<file path="config.mk">
export PLATFORM = sky130hd
export DESIGN_NAME = adc_seq_host
export DESIGN_NICKNAME = d
export VERILOG_FILES = /design/src/rtl/adc_seq_pkg.sv /design/src/rtl/adc_seq_timer.sv /design/src/rtl/adc_seq_shift.sv /design/src/rtl/adc_seq_host.sv
export SDC_FILE = /design/constraint.sdc
export NUM_CORES = 1
export LEC_CHECK = 0
export BUFFER_PORTS_ARGS = -buffer_cell sky130_fd_sc_hd__buf_2
export CAP_MARGIN = 20
export CORE_UTILIZATION = 42
export DETAILED_ROUTE_END_ITERATION = 8
export GPL_TIMING_DRIVEN = 0
export SLEW_MARGIN = 10
export SYNTH_ARGS = -nofsm -noshare
export SYNTH_HDL_FRONTEND = slang
export SYNTH_SLANG_ARGS = --single-unit
</file>
<file path="constraint.sdc">
create_clock -name clk -period 2.5 [get_ports clk]
set_input_delay 0.25 -clock clk [delete_from_list [all_inputs] [get_ports clk]]
set_output_delay 0.25 -clock clk [all_outputs]
set_load 0.01 [all_outputs]
</file>
<file path="src/rtl/adc_seq_pkg.sv">
`timescale 1ns/1ps
package adc_seq_pkg;

    typedef enum logic [3:0] {
        ST_IDLE,
        ST_PRE_HI,
        ST_PRE_LO,
        ST_ACQ,
        ST_CONV,
        ST_SCK_HI,
        ST_SCK_LO,
        ST_GAP,
        ST_DONE
    } seq_state_e;

    // ceil(max(ns, floor_ns) / clk_ns), never below one cycle
    function automatic int ns_to_cyc(input int ns, input int floor_ns, input int clk_ns);
        int eff;
        int c;
        eff = (ns < floor_ns) ? floor_ns : ns;
        c = (eff + clk_ns - 1) / clk_ns;
        return (c < 1) ? 1 : c;
    endfunction

endpackage

</file>
<file path="src/rtl/adc_seq_timer.sv">
`timescale 1ns/1ps
module adc_seq_timer #(
    parameter int TW = 8
) (
    input  logic          clk,
    input  logic          rst_n,
    input  logic          load_i,
    input  logic [TW-1:0] val_i,
    output logic          done_o
);
    logic [TW-1:0] cnt_q;

    always_ff @(posedge clk or negedge rst_n) begin
        if (!rst_n) begin
            cnt_q <= '0;
        end else if (load_i) begin
            cnt_q <= val_i;
        end else if (cnt_q != '0) begin
            cnt_q <= cnt_q - 1'b1;
        end
    end

    assign done_o = (cnt_q == '0);

    AST_TMR_HOLDS_ZERO: assert property (@(posedge clk) disable iff (!rst_n)
        (!load_i && cnt_q == '0) |=> (cnt_q == '0));

endmodule

</file>
<file path="src/rtl/adc_seq_shift.sv">
`timescale 1ns/1ps
module adc_seq_shift #(
    parameter int W = 12
) (
    input  logic         clk,
    input  logic         rst_n,
    input  logic         clr_i,
    input  logic         take_i,
    input  logic         bit_i,
    output logic [W-1:0] word_o
);
    always_ff @(posedge clk or negedge rst_n) begin
        if (!rst_n) begin
            word_o <= '0;
        end else if (clr_i) begin
            word_o <= '0;
        end else if (take_i) begin
            word_o <= {word_o[W-2:0], bit_i};
        end
    end
endmodule

</file>
<file path="src/rtl/adc_seq_host.sv">
`timescale 1ns/1ps
module adc_seq_host
    import adc_seq_pkg::*;
#(
    parameter int CLK_NS      = 10,
    parameter int ACQ_NS      = 1400,
    parameter int CONV_NS     = 3700,
    parameter int PULSE_NS    = 30,
    parameter int SCK_HALF_NS = 63,
    parameter int GAP_NS      = 200,
    parameter int RES_W       = 12,
    parameter int OUT_W       = 16,
    parameter bit TWO_BYTE    = 1'b0,
    parameter bit DIFF_INPUT  = 1'b1
) (
    input  logic             clk,
    input  logic             rst_n,
    input  logic             req_i,
    input  logic             sel_i,
    input  logic             sdo_i,
    output logic             cnvst_o,
    output logic             sclk_o,
    output logic             busy_o,
    output logic             valid_o,
    output logic [OUT_W-1:0] data_o
);
    localparam int ACQ_CYC   = ns_to_cyc(ACQ_NS, 1400, CLK_NS);
    localparam int CONV_CYC  = ns_to_cyc(CONV_NS, 3700, CLK_NS);
    localparam int PULSE_CYC = ns_to_cyc(PULSE_NS, 30, CLK_NS);
    localparam int HALF_CYC  = ns_to_cyc(SCK_HALF_NS, 63, CLK_NS);
    localparam int GAP_CYC   = ns_to_cyc(GAP_NS, 1, CLK_NS);
    localparam int M1   = (ACQ_CYC > CONV_CYC) ? ACQ_CYC : CONV_CYC;
    localparam int M2   = (PULSE_CYC > HALF_CYC) ? PULSE_CYC : HALF_CYC;
    localparam int M3   = (M1 > M2) ? M1 : M2;
    localparam int TMAX = (M3 > GAP_CYC) ? M3 : GAP_CYC;
    localparam int TW   = $clog2(TMAX + 1);
    localparam int XFER_BITS = TWO_BYTE ? 16 : RES_W;
    localparam int CW   = $clog2(XFER_BITS + 1);

    seq_state_e     st_q, st_d;
    logic           tload, tdone, sample;
    logic [TW-1:0]  tval;
    logic           sel_q, signed_mode;
    logic [CW-1:0]  bitcnt_q;
    logic [RES_W-1:0] word;
    logic [OUT_W-1:0] data_q;
    logic [TW-1:0]  hi_len;

    adc_seq_timer #(.TW(TW)) tmr_i (
        .clk(clk), .rst_n(rst_n), .load_i(tload), .val_i(tval), .done_o(tdone)
    );

    adc_seq_shift #(.W(RES_W)) shf_i (
        .clk(clk), .rst_n(rst_n),
        .clr_i(st_q == ST_IDLE && req_i),
        .take_i(sample && (bitcnt_q < CW'(RES_W))),
        .bit_i(sdo_i), .word_o(word)
    );

    generate
        if (DIFF_INPUT) begin : g_diff
            assign signed_mode = sel_q;
        end else begin : g_single
            assign signed_mode = 1'b0;
        end
    endgenerate

    always_comb begin
        st_d   = st_q;
        tload  = 1'b0;
        tval   = '0;
        sample = 1'b0;
        unique case (st_q)
            ST_IDLE: if (req_i) begin
                tload = 1'b1;
                if (sel_i) begin
                    st_d = ST_PRE_HI;
                    tval = TW'(PULSE_CYC - 1);
                end else begin
                    st_d = ST_ACQ;
                    tval = TW'(ACQ_CYC - 1);
                end
            end
            ST_PRE_HI: if (tdone) begin
                st_d = ST_PRE_LO; tload = 1'b1; tval = TW'(PULSE_CYC - 1);
            end
            ST_PRE_LO: if (tdone) begin
                st_d = ST_ACQ; tload = 1'b1; tval = TW'(ACQ_CYC - 1);
            end
            ST_ACQ: if (tdone) begin
                st_d = ST_CONV; tload = 1'b1; tval = TW'(CONV_CYC - 1);
            end
            ST_CONV: if (tdone) begin
                st_d = ST_SCK_HI; tload = 1'b1; tval = TW'(HALF_CYC - 1); sample = 1'b1;
            end
            ST_SCK_HI: if (tdone) begin
                if (bitcnt_q == CW'(XFER_BITS)) begin
                    st_d = ST_DONE;
                end else if (TWO_BYTE && bitcnt_q == CW'(8)) begin
                    st_d = ST_GAP; tload = 1'b1; tval = TW'(GAP_CYC - 1);
                end else begin
                    st_d = ST_SCK_LO; tload = 1'b1; tval = TW'(HALF_CYC - 1);
                end
            end
            ST_SCK_LO: if (tdone) begin
                st_d = ST_SCK_HI; tload = 1'b1; tval = TW'(HALF_CYC - 1); sample = 1'b1;
            end
            ST_GAP: if (tdone) begin
                st_d = ST_SCK_LO; tload = 1'b1; tval = TW'(HALF_CYC - 1);
            end
            ST_DONE: st_d = ST_IDLE;
            default: st_d = ST_IDLE;
        endcase
    end

    always_ff @(posedge clk or negedge rst_n) begin
        if (!rst_n) begin
            st_q     <= ST_IDLE;
            sel_q    <= 1'b0;
            bitcnt_q <= '0;
            data_q   <= '0;
        end else begin
            st_q <= st_d;
            if (st_q == ST_IDLE) begin
                bitcnt_q <= '0;
                if (req_i) sel_q <= sel_i;
            end else if (sample) begin
                bitcnt_q <= bitcnt_q + 1'b1;
            end
            if (st_q == ST_SCK_HI && st_d == ST_DONE) begin
                data_q <= signed_mode ? {{(OUT_W-RES_W){word[RES_W-1]}}, word}
                                      : {{(OUT_W-RES_W){1'b0}}, word};
            end
        end
    end

    always_comb begin
        cnvst_o = (st_q == ST_PRE_HI) || (st_q == ST_ACQ);
        sclk_o  = (st_q == ST_SCK_HI);
        busy_o  = (st_q != ST_IDLE);
        valid_o = (st_q == ST_DONE);
        data_o  = data_q;
    end

    // high-phase length monitor for the clock-width check
    always_ff @(posedge clk or negedge rst_n) begin
        if (!rst_n)      hi_len <= '0;
        else if (sclk_o) hi_len <= hi_len + 1'b1;
        else             hi_len <= '0;
    end

    AST_IDLE_LINES_LOW: assert property (@(posedge clk) disable iff (!rst_n)
        !busy_o |-> (!cnvst_o && !sclk_o && !valid_o));
    AST_NO_SCLK_IN_ACQ: assert property (@(posedge clk) disable iff (!rst_n)
        cnvst_o |-> !sclk_o);
    AST_SCLK_HIGH_LEN: assert property (@(posedge clk) disable iff (!rst_n)
        $fell(sclk_o) |-> (hi_len == TW'(HALF_CYC)));
    AST_VALID_IN_BUSY: assert property (@(posedge clk) disable iff (!rst_n)
        valid_o |-> busy_o);
    AST_VALID_ONE_CYC: assert property (@(posedge clk) disable iff (!rst_n)
        valid_o |=> (!valid_o && !busy_o));
    AST_SEL_LOCKED: assert property (@(posedge clk) disable iff (!rst_n)
        (busy_o && !valid_o) |=> $stable(sel_q));

endmodule

</file>
==> results.sh, run 1 <==
export IMPL_min_path_type="in -> reg"
export IMPL_drv_cap=0
export IMPL_syn_avg_cell_area_um2=10.8
export IMPL_first_iter_violations=103
export IMPL_slew_violations=0
export IMPL_layout_common_cells="dfrtp_1 (43), buf_2 (27), nor2_1 (24)"
export IMPL_drtAntennaViolNets=0
export IMPL_max_clock_path_buffers=2
export IMPL_critPathBufInv=1
export IMPL_die_x_um=74.2
export IMPL_port_buffers=24
export IMPL_required_ps=2680
export IMPL_pre_cts_ws_ps=41.9
export IMPL_antenna_found_initial=0
export IMPL_grt_ovfl_total=0
export IMPL_area_growth_pct=16.1
export IMPL_critPathMaxStageDelay_ps=670
export IMPL_finalSetupViolCount=0
export IMPL_stdcell_area_um2=2540
export IMPL_status="complete, no violations"
export IMPL_grt_total_usage=0.167
export IMPL_r2r_cells=5
export IMPL_synth_edff_count=0
export IMPL_async_flop_share=1.00
export IMPL_reg2reg_to="data_o[3]"
export IMPL_hold_ws_ps=196
export IMPL_grt_pass1_wl_um=6880
export IMPL_yosys_cell_types_count=45
export IMPL_clk_pin_slew_ps=80
export IMPL_place_inst=294
export IMPL_rrSetupSlack_ps=90
export IMPL_rsz0062_at_grt="false"
export IMPL_vias_per_cell=5.12
export IMPL_syn_inst=203
export IMPL_p_leak_nw=1.28
export IMPL_start_kind="flop"
export IMPL_critPathTopFamily="simple AND/OR/NAND/NOR gates"
export IMPL_setup_ws_ps=90.4
export IMPL_design_core_area_um2=4880
export IMPL_peakVddDrop_v=0.000315
export IMPL_hold_violations=0
export IMPL_numCtsBuffers=5
export IMPL_min_from="sel_i"
export IMPL_wl_um=4150
export IMPL_hold_end="sel_q"
export IMPL_crit_arrival_ps=2590
export IMPL_initial_core_util=0.449
export IMPL_cts_tree="yes"
export IMPL_layout_nets=247
export IMPL_slew_headroom=0.502
export IMPL_fmax_mhz=415
export IMPL_ys_flop_type="dfrtp_1"
export IMPL_wire_per_inst_um=13.6
export IMPL_finClkSkew_ps=5.77
export IMPL_cpMaxStageDelayCell="nor4_4"
export IMPL_p_per_area_nw_per_um2=846
export IMPL_fin_crit_sh=0.964
export IMPL_mostFrequentLayoutCell="dfrtp_1"
export IMPL_postPlaceCellArea_um2=2400
export IMPL_grt_pass1_vias=1381
export IMPL_stdcell_count=306
export IMPL_worst_pin_slew_ps=741
export IMPL_row_count=25
export IMPL_io_pins=25
export IMPL_firstDrtPassIters=4
export IMPL_fp_dieH_um=74.2
export IMPL_path_max_fanout=10
export IMPL_r2r_start="tmr_i.cnt_q[5]"
export IMPL_dp_hpwl_um=2820
export IMPL_vias=1566
export IMPL_setup_tns_ps=0
export IMPL_clock_sinks=43
export IMPL_layout_drive_gt1_share=0.218
export IMPL_antenna_cells=0
export IMPL_grt_max_degree=44
export IMPL_crit_type="reg -> reg"
export IMPL_place_congestion=0.821
export IMPL_ys_seq_elements=43
export IMPL_seq_area_frac_synth=0.491
export IMPL_htreeDepth=2
export IMPL_critical_path_cell_chain="nor4_4, nand2_2, nor3_4, buf_6, mux2_1"
export IMPL_drc=0
export IMPL_final_min_clock_period_ps=2410
export IMPL_syn_area_um2=2190
export IMPL_clkLatencyLatePin_ps=290
export IMPL_synth_warnings=0
export IMPL_cts_root_buf="clkbuf_8"
export IMPL_hold_path_depth=3
export IMPL_synth_fp_nets=212
export IMPL_die_area_um2=5510
export IMPL_endpoint_kind="flop"
-- cell families (layout without fill, tap and decap cells) --
family / count (synthesis) / count (layout) / share of synthesized area
AOI/OAI and AO/OA: 25 / 25 / 0.0799
xor gates and xnor gates: 9 / 9 / 0.0360
adders and majority gates: 4 / 4 / 0.0228
buffers and inverters: 20 / 56 / 0.0445
DFF: 43 / 43 / 0.491
muxes: 26 / 26 / 0.126
and+or+nand+nor: 76 / 76 / 0.200
-- power breakdown --
part	internal [W]	total [W]	switching [W]
sequential	0.000890	0.00109	0.000205
clock	0.000251	0.000487	0.000236
combinational	0.000282	0.000570	0.000288
-- synth_stat cells (3+ instances only) --
master	instances	area share
xnor2_1	6	0.024
clkbuf_1	6	0.010
buf_2	3	0.0068
o21ai_0	5	0.011
and3_1	3	0.0086
mux2i_1	14	0.064
a211oi_1	4	0.014
nor2_1	24	0.041
o31ai_1	4	0.014
nand4_1	4	0.011
buf_4	3	0.010
nand2b_1	4	0.011
inv_1	7	0.012
dfrtp_1	43	0.49
nor3b_1	4	0.014
xor2_1	3	0.012
mux2_2	3	0.015
nand2_1	12	0.021
ha_1	4	0.023
and2_1	3	0.0086
nand3_1	4	0.0091
mux2_1	9	0.046
-- cell type report --
| cell class | count | area (um^2) |
|---|---|---|
| fillers | 464 | 2330 |
| flip-flops and latches | 43 | 1080 |
| multi-input cells | 140 | 1020 |
| repair buffers | 28 | 165 |
| clock buffers | 7 | 96.3 |
| well taps | 67 | 83.8 |
| plain buffers | 13 | 71.3 |
| inverters | 7 | 26.3 |
| clock inverters | 1 | 7.51 |
-- how the worst max path moves through the flow --
stage	from	endpoint	slack, ps	cells after the start
4_1_cts	tmr_i.cnt_q[0]	data_o[3]	10	7
5_1_grt	tmr_i.cnt_q[5]	data_o[8]	2	5
3_3_place_gp	tmr_i.cnt_q[0]	data_o[3]	1	7
2_1_floorplan	tmr_i.cnt_q[0]	data_o[10]	450	7
6_report	tmr_i.cnt_q[5]	data_o[3]	90	5
3_5_place_dp	tmr_i.cnt_q[0]	data_o[3]	40	7
-- repair_timing --
item                       4_1_cts  5_1_grt
setup endpoints to repair        0        9
hold buffers                     0        1
gates resized for setup          0        0
hold endpoints to repair         0        8
buffers inserted                 0        2
-- registers in the layout, summed over array words and instances, names as in the netlist --
signal,flops
bitcnt_q,4
data_o,13
sel_q,1
st_q,4
shf_i.word_o,12
tmr_i.cnt_q,9
-- tightest hold or removal path: cells and delay by family --
family,cells,cell delay (ps)
buf+inv,1,110
simple gates,2,100
-- routing by layer --
layer  part of all wire  vias up  wire [um]  track usage
li1                   -      777          -            -
met1               0.54      755       2240        0.250
met2               0.42       27       1730        0.231
met3              0.030        7        123       0.0407
met4              0.014        0         59       0.0629
met5                  0        -          0            0
-- metrics by stage --
| step | total power, W | utilization |
|---|---|---|
| final | 0.00215 | 0.522 |
| after detailed placement | 0.00167 | 0.491 |
| after CTS | 0.00217 | 0.512 |
| after global routing | 0.00230 | 0.522 |
| after floorplan | 0.00151 | - |
| after global placement | 0.00166 | 0.491 |
Note: power is estimated with default switching activity, not from simulation.
==> inputs of run 2 (changes only) <==
- ABC_AREA: default -> 1
==> run 2 against run 1 <==
- core utilization is 1.7 points lower
- wire length is 15% higher
- first-iteration DRC count is 6.8% lower
- via count is 22% higher
- final area is 3.2% higher
- critical path type unchanged
- largest cell class unchanged
- largest power group unchanged
==> results.sh, run 2 <==
export IMPL_p_int_w=0.000898
export IMPL_hold_violations=0
export IMPL_syn_avg_cell_area_um2=7.92
export IMPL_design_core_area_um2=5200
export IMPL_vias=1913
export IMPL_vias_per_cell=4.84
export IMPL_layout_drive_gt1_share=0.200
export IMPL_cts_hold_buf=0
export IMPL_critPathMaxStageDelay_ps=400
export IMPL_finalSetupViolCount=0
export IMPL_yosys_cell_types_count=32
export IMPL_antenna_found_initial=0
export IMPL_io_pins=25
export IMPL_finClkSkew_ps=7.54
export IMPL_wl_um=4760
export IMPL_endpoint_kind="flop"
export IMPL_drv_cap=0
export IMPL_die_x_um=76.1
export IMPL_firstDrtPassIters=4
export IMPL_post_cts_buffers=0
export IMPL_place_congestion=0.824
export IMPL_synth_most_common_cell="nand2_1"
export IMPL_status="complete, no violations"
export IMPL_start_kind="flop"
export IMPL_synth_fp_nets=300
export IMPL_yosysTopAreaCell="dfrtp_1"
export IMPL_seq_area_frac_synth=0.467
export IMPL_largest_reg_flops=13
export IMPL_fp_dieH_um=76.1
export IMPL_p_comb_frac=0.020
export IMPL_row_count=26
export IMPL_use_met1=0.249
export IMPL_ys_seq_elements=43
export IMPL_synth_common_cells="nand2_1 (92), dfrtp_1 (43), inv_1 (29)"
export IMPL_clkLatencyLatePin_ps=300
export IMPL_drtAntennaViolNets=0
export IMPL_grtUsageMet3=0.0371
export IMPL_wire_per_inst_um=12.0
export IMPL_ys_flop_type="dfrtp_1"
export IMPL_synth_warnings=0
export IMPL_synth_area_leaders="dfrtp_1 (47%), nand2_1 (15%), inv_1 (4.7%)"
export IMPL_clock_sinks=43
export IMPL_synth_top_cell_area_share=0.467
export IMPL_grt_busiest_layer="met2"
export IMPL_grt_pass1_vias=1836
export IMPL_port_buffers=24
export IMPL_first_iter_violations=96
export IMPL_fmax_mhz=535
export IMPL_layout_common_cells="nand2_1 (92), dfrtp_1 (43), inv_1 (29)"
export IMPL_grt_pass1_wl_um=8440
export IMPL_required_ps=2690
export IMPL_switching_share=0.221
export IMPL_hold_ws_ps=209
export IMPL_drc=0
export IMPL_power_switching_w=0.000255
export IMPL_synth_edff_count=0
export IMPL_critical_path_cell_chain="inv_1, ha_1, inv_1, nor2_1, nand2_2, nor2_8, nand2_4, clkinv_2, nand2_4, buf_6, nor2_1, a21oi_1"
export IMPL_crit_type="reg -> reg"
export IMPL_power_frac_seq=0.604
export IMPL_postPlaceCellArea_um2=2510
export IMPL_final_min_clock_period_ps=1870
export IMPL_critPathTopFamily="simple AND/OR/NAND/NOR gates"
export IMPL_crit_arrival_ps=2060
export IMPL_area_growth_pct=14.0
export IMPL_setup_tns_ps=0
export IMPL_clk_pin_slew_ps=80
export IMPL_grt_total_usage=0.183
export IMPL_slew_violations=0
export IMPL_path_max_fanout=10
export IMPL_grt_max_degree=44
export IMPL_slew_headroom=0.763
export IMPL_mostFrequentLayoutCell="nand2_1"
export IMPL_die_area_um2=5790
export IMPL_numCtsBuffers=5
export IMPL_layout_nets=333
export IMPL_cts_root_buf="clkbuf_8"
export IMPL_stdcell_area_um2=2630
export IMPL_p_leak_nw=1.48
export IMPL_antenna_cells=0
export IMPL_worst_pin_slew_ps=354
export IMPL_grt_util_met2=0.291
export IMPL_syn_area_um2=2300
export IMPL_syn_inst=291
export IMPL_initial_core_util=0.443
export IMPL_post_cts_resized=0
export IMPL_dp_hpwl_um=3370
export IMPL_power_frac_clock=0.377
export IMPL_max_clock_path_buffers=2
export IMPL_p_per_area_nw_per_um2=439
export IMPL_grt_ovfl_total=0
export IMPL_cpMaxStageDelayCell="dfrtp_1"
export IMPL_htreeDepth=2
export IMPL_async_flop_share=1.00
export IMPL_fin_crit_sh=0.748
export IMPL_min_path_type="in -> reg"
export IMPL_cts_tree="yes"
export IMPL_peakVddDrop_v=0.000287
export IMPL_critPathBufInv=4
export IMPL_rsz0062_at_grt="false"
==> run 2: worst min-delay path, cell delays in order <==
cell and delay [ps]:
buf_2 100, nand2_1 50, o21ai_1 60
==> run 2: cell type report <==
type                       instances  area [um^2]
buffer                             9         70.1
timing repair buffer              26          150
tap                               70         87.6
inverter                          35          133
fill                             541         2580
clock inverter                     2         12.5
multi-input combinational        204         1030
sequential                        43         1080
clock buffer                       6         72.6
==> run 2: cell families after synthesis <==
logic type,after synthesis,synth area share
adders and majority gates,4,0.0217
and+or+nand+nor,156,0.313
buffers and inverters,44,0.0879
DFF,43,0.467
AOI/OAI and AO/OA,40,0.0956
xor gates and xnor gates,4,0.0152
==> run 2: routing by layer <==
layer	routed length, um	up-vias	share of wire
met5	0	-	0
met3	173	4	0.036
met4	61	0	0.013
met1	2300	884	0.48
met2	2220	31	0.47
li1	-	994	-
==> run 2: power by group through the flow <==
| stage | clock (W) | combinational, W | sequential, W |
|---|---|---|---|
| after floorplan | 0 | 0.00000109 | 0.000710 |
| after global placement | 0 | 0.0000191 | 0.000710 |
| after detailed placement | 0 | 0.0000190 | 0.000710 |
| after CTS | 0.000451 | 0.0000190 | 0.000696 |
| after global routing | 0.000478 | 0.0000263 | 0.000696 |
| final | 0.000434 | 0.0000226 | 0.000696 |
==> run 2: metrics by stage <==
step / worst slack (ps) / util / total power, W / instances
after floorplan: 864 / - / 0.000711 / 291
after global placement: 651 / 0.483 / 0.000729 / 385
after detailed placement: 632 / 0.483 / 0.000729 / 385
after CTS: 621 / 0.499 / 0.00117 / 393
after global routing: 454 / 0.505 / 0.00120 / 395
final: 631 / 0.505 / 0.00115 / 395
==> run 2: path summary, 6_finish.rpt <==
path / endpoint / start / slack (ps) / depth (start not counted)
worst min-delay path: shf_i.word_o[0] / sdo_i / 210 / 3
worst max register to register: shf_i.word_o[10] / tmr_i.cnt_q[0] / 630 / 12
worst max-delay path: shf_i.word_o[10] / tmr_i.cnt_q[0] / 630 / 12
worst min register to register: data_o[4] / shf_i.word_o[4] / 480 / 2
max in group asynchronous: bitcnt_q[3] / rst_n / 1660 / 3
min in group asynchronous: tmr_i.cnt_q[1] / rst_n / 370 / 2
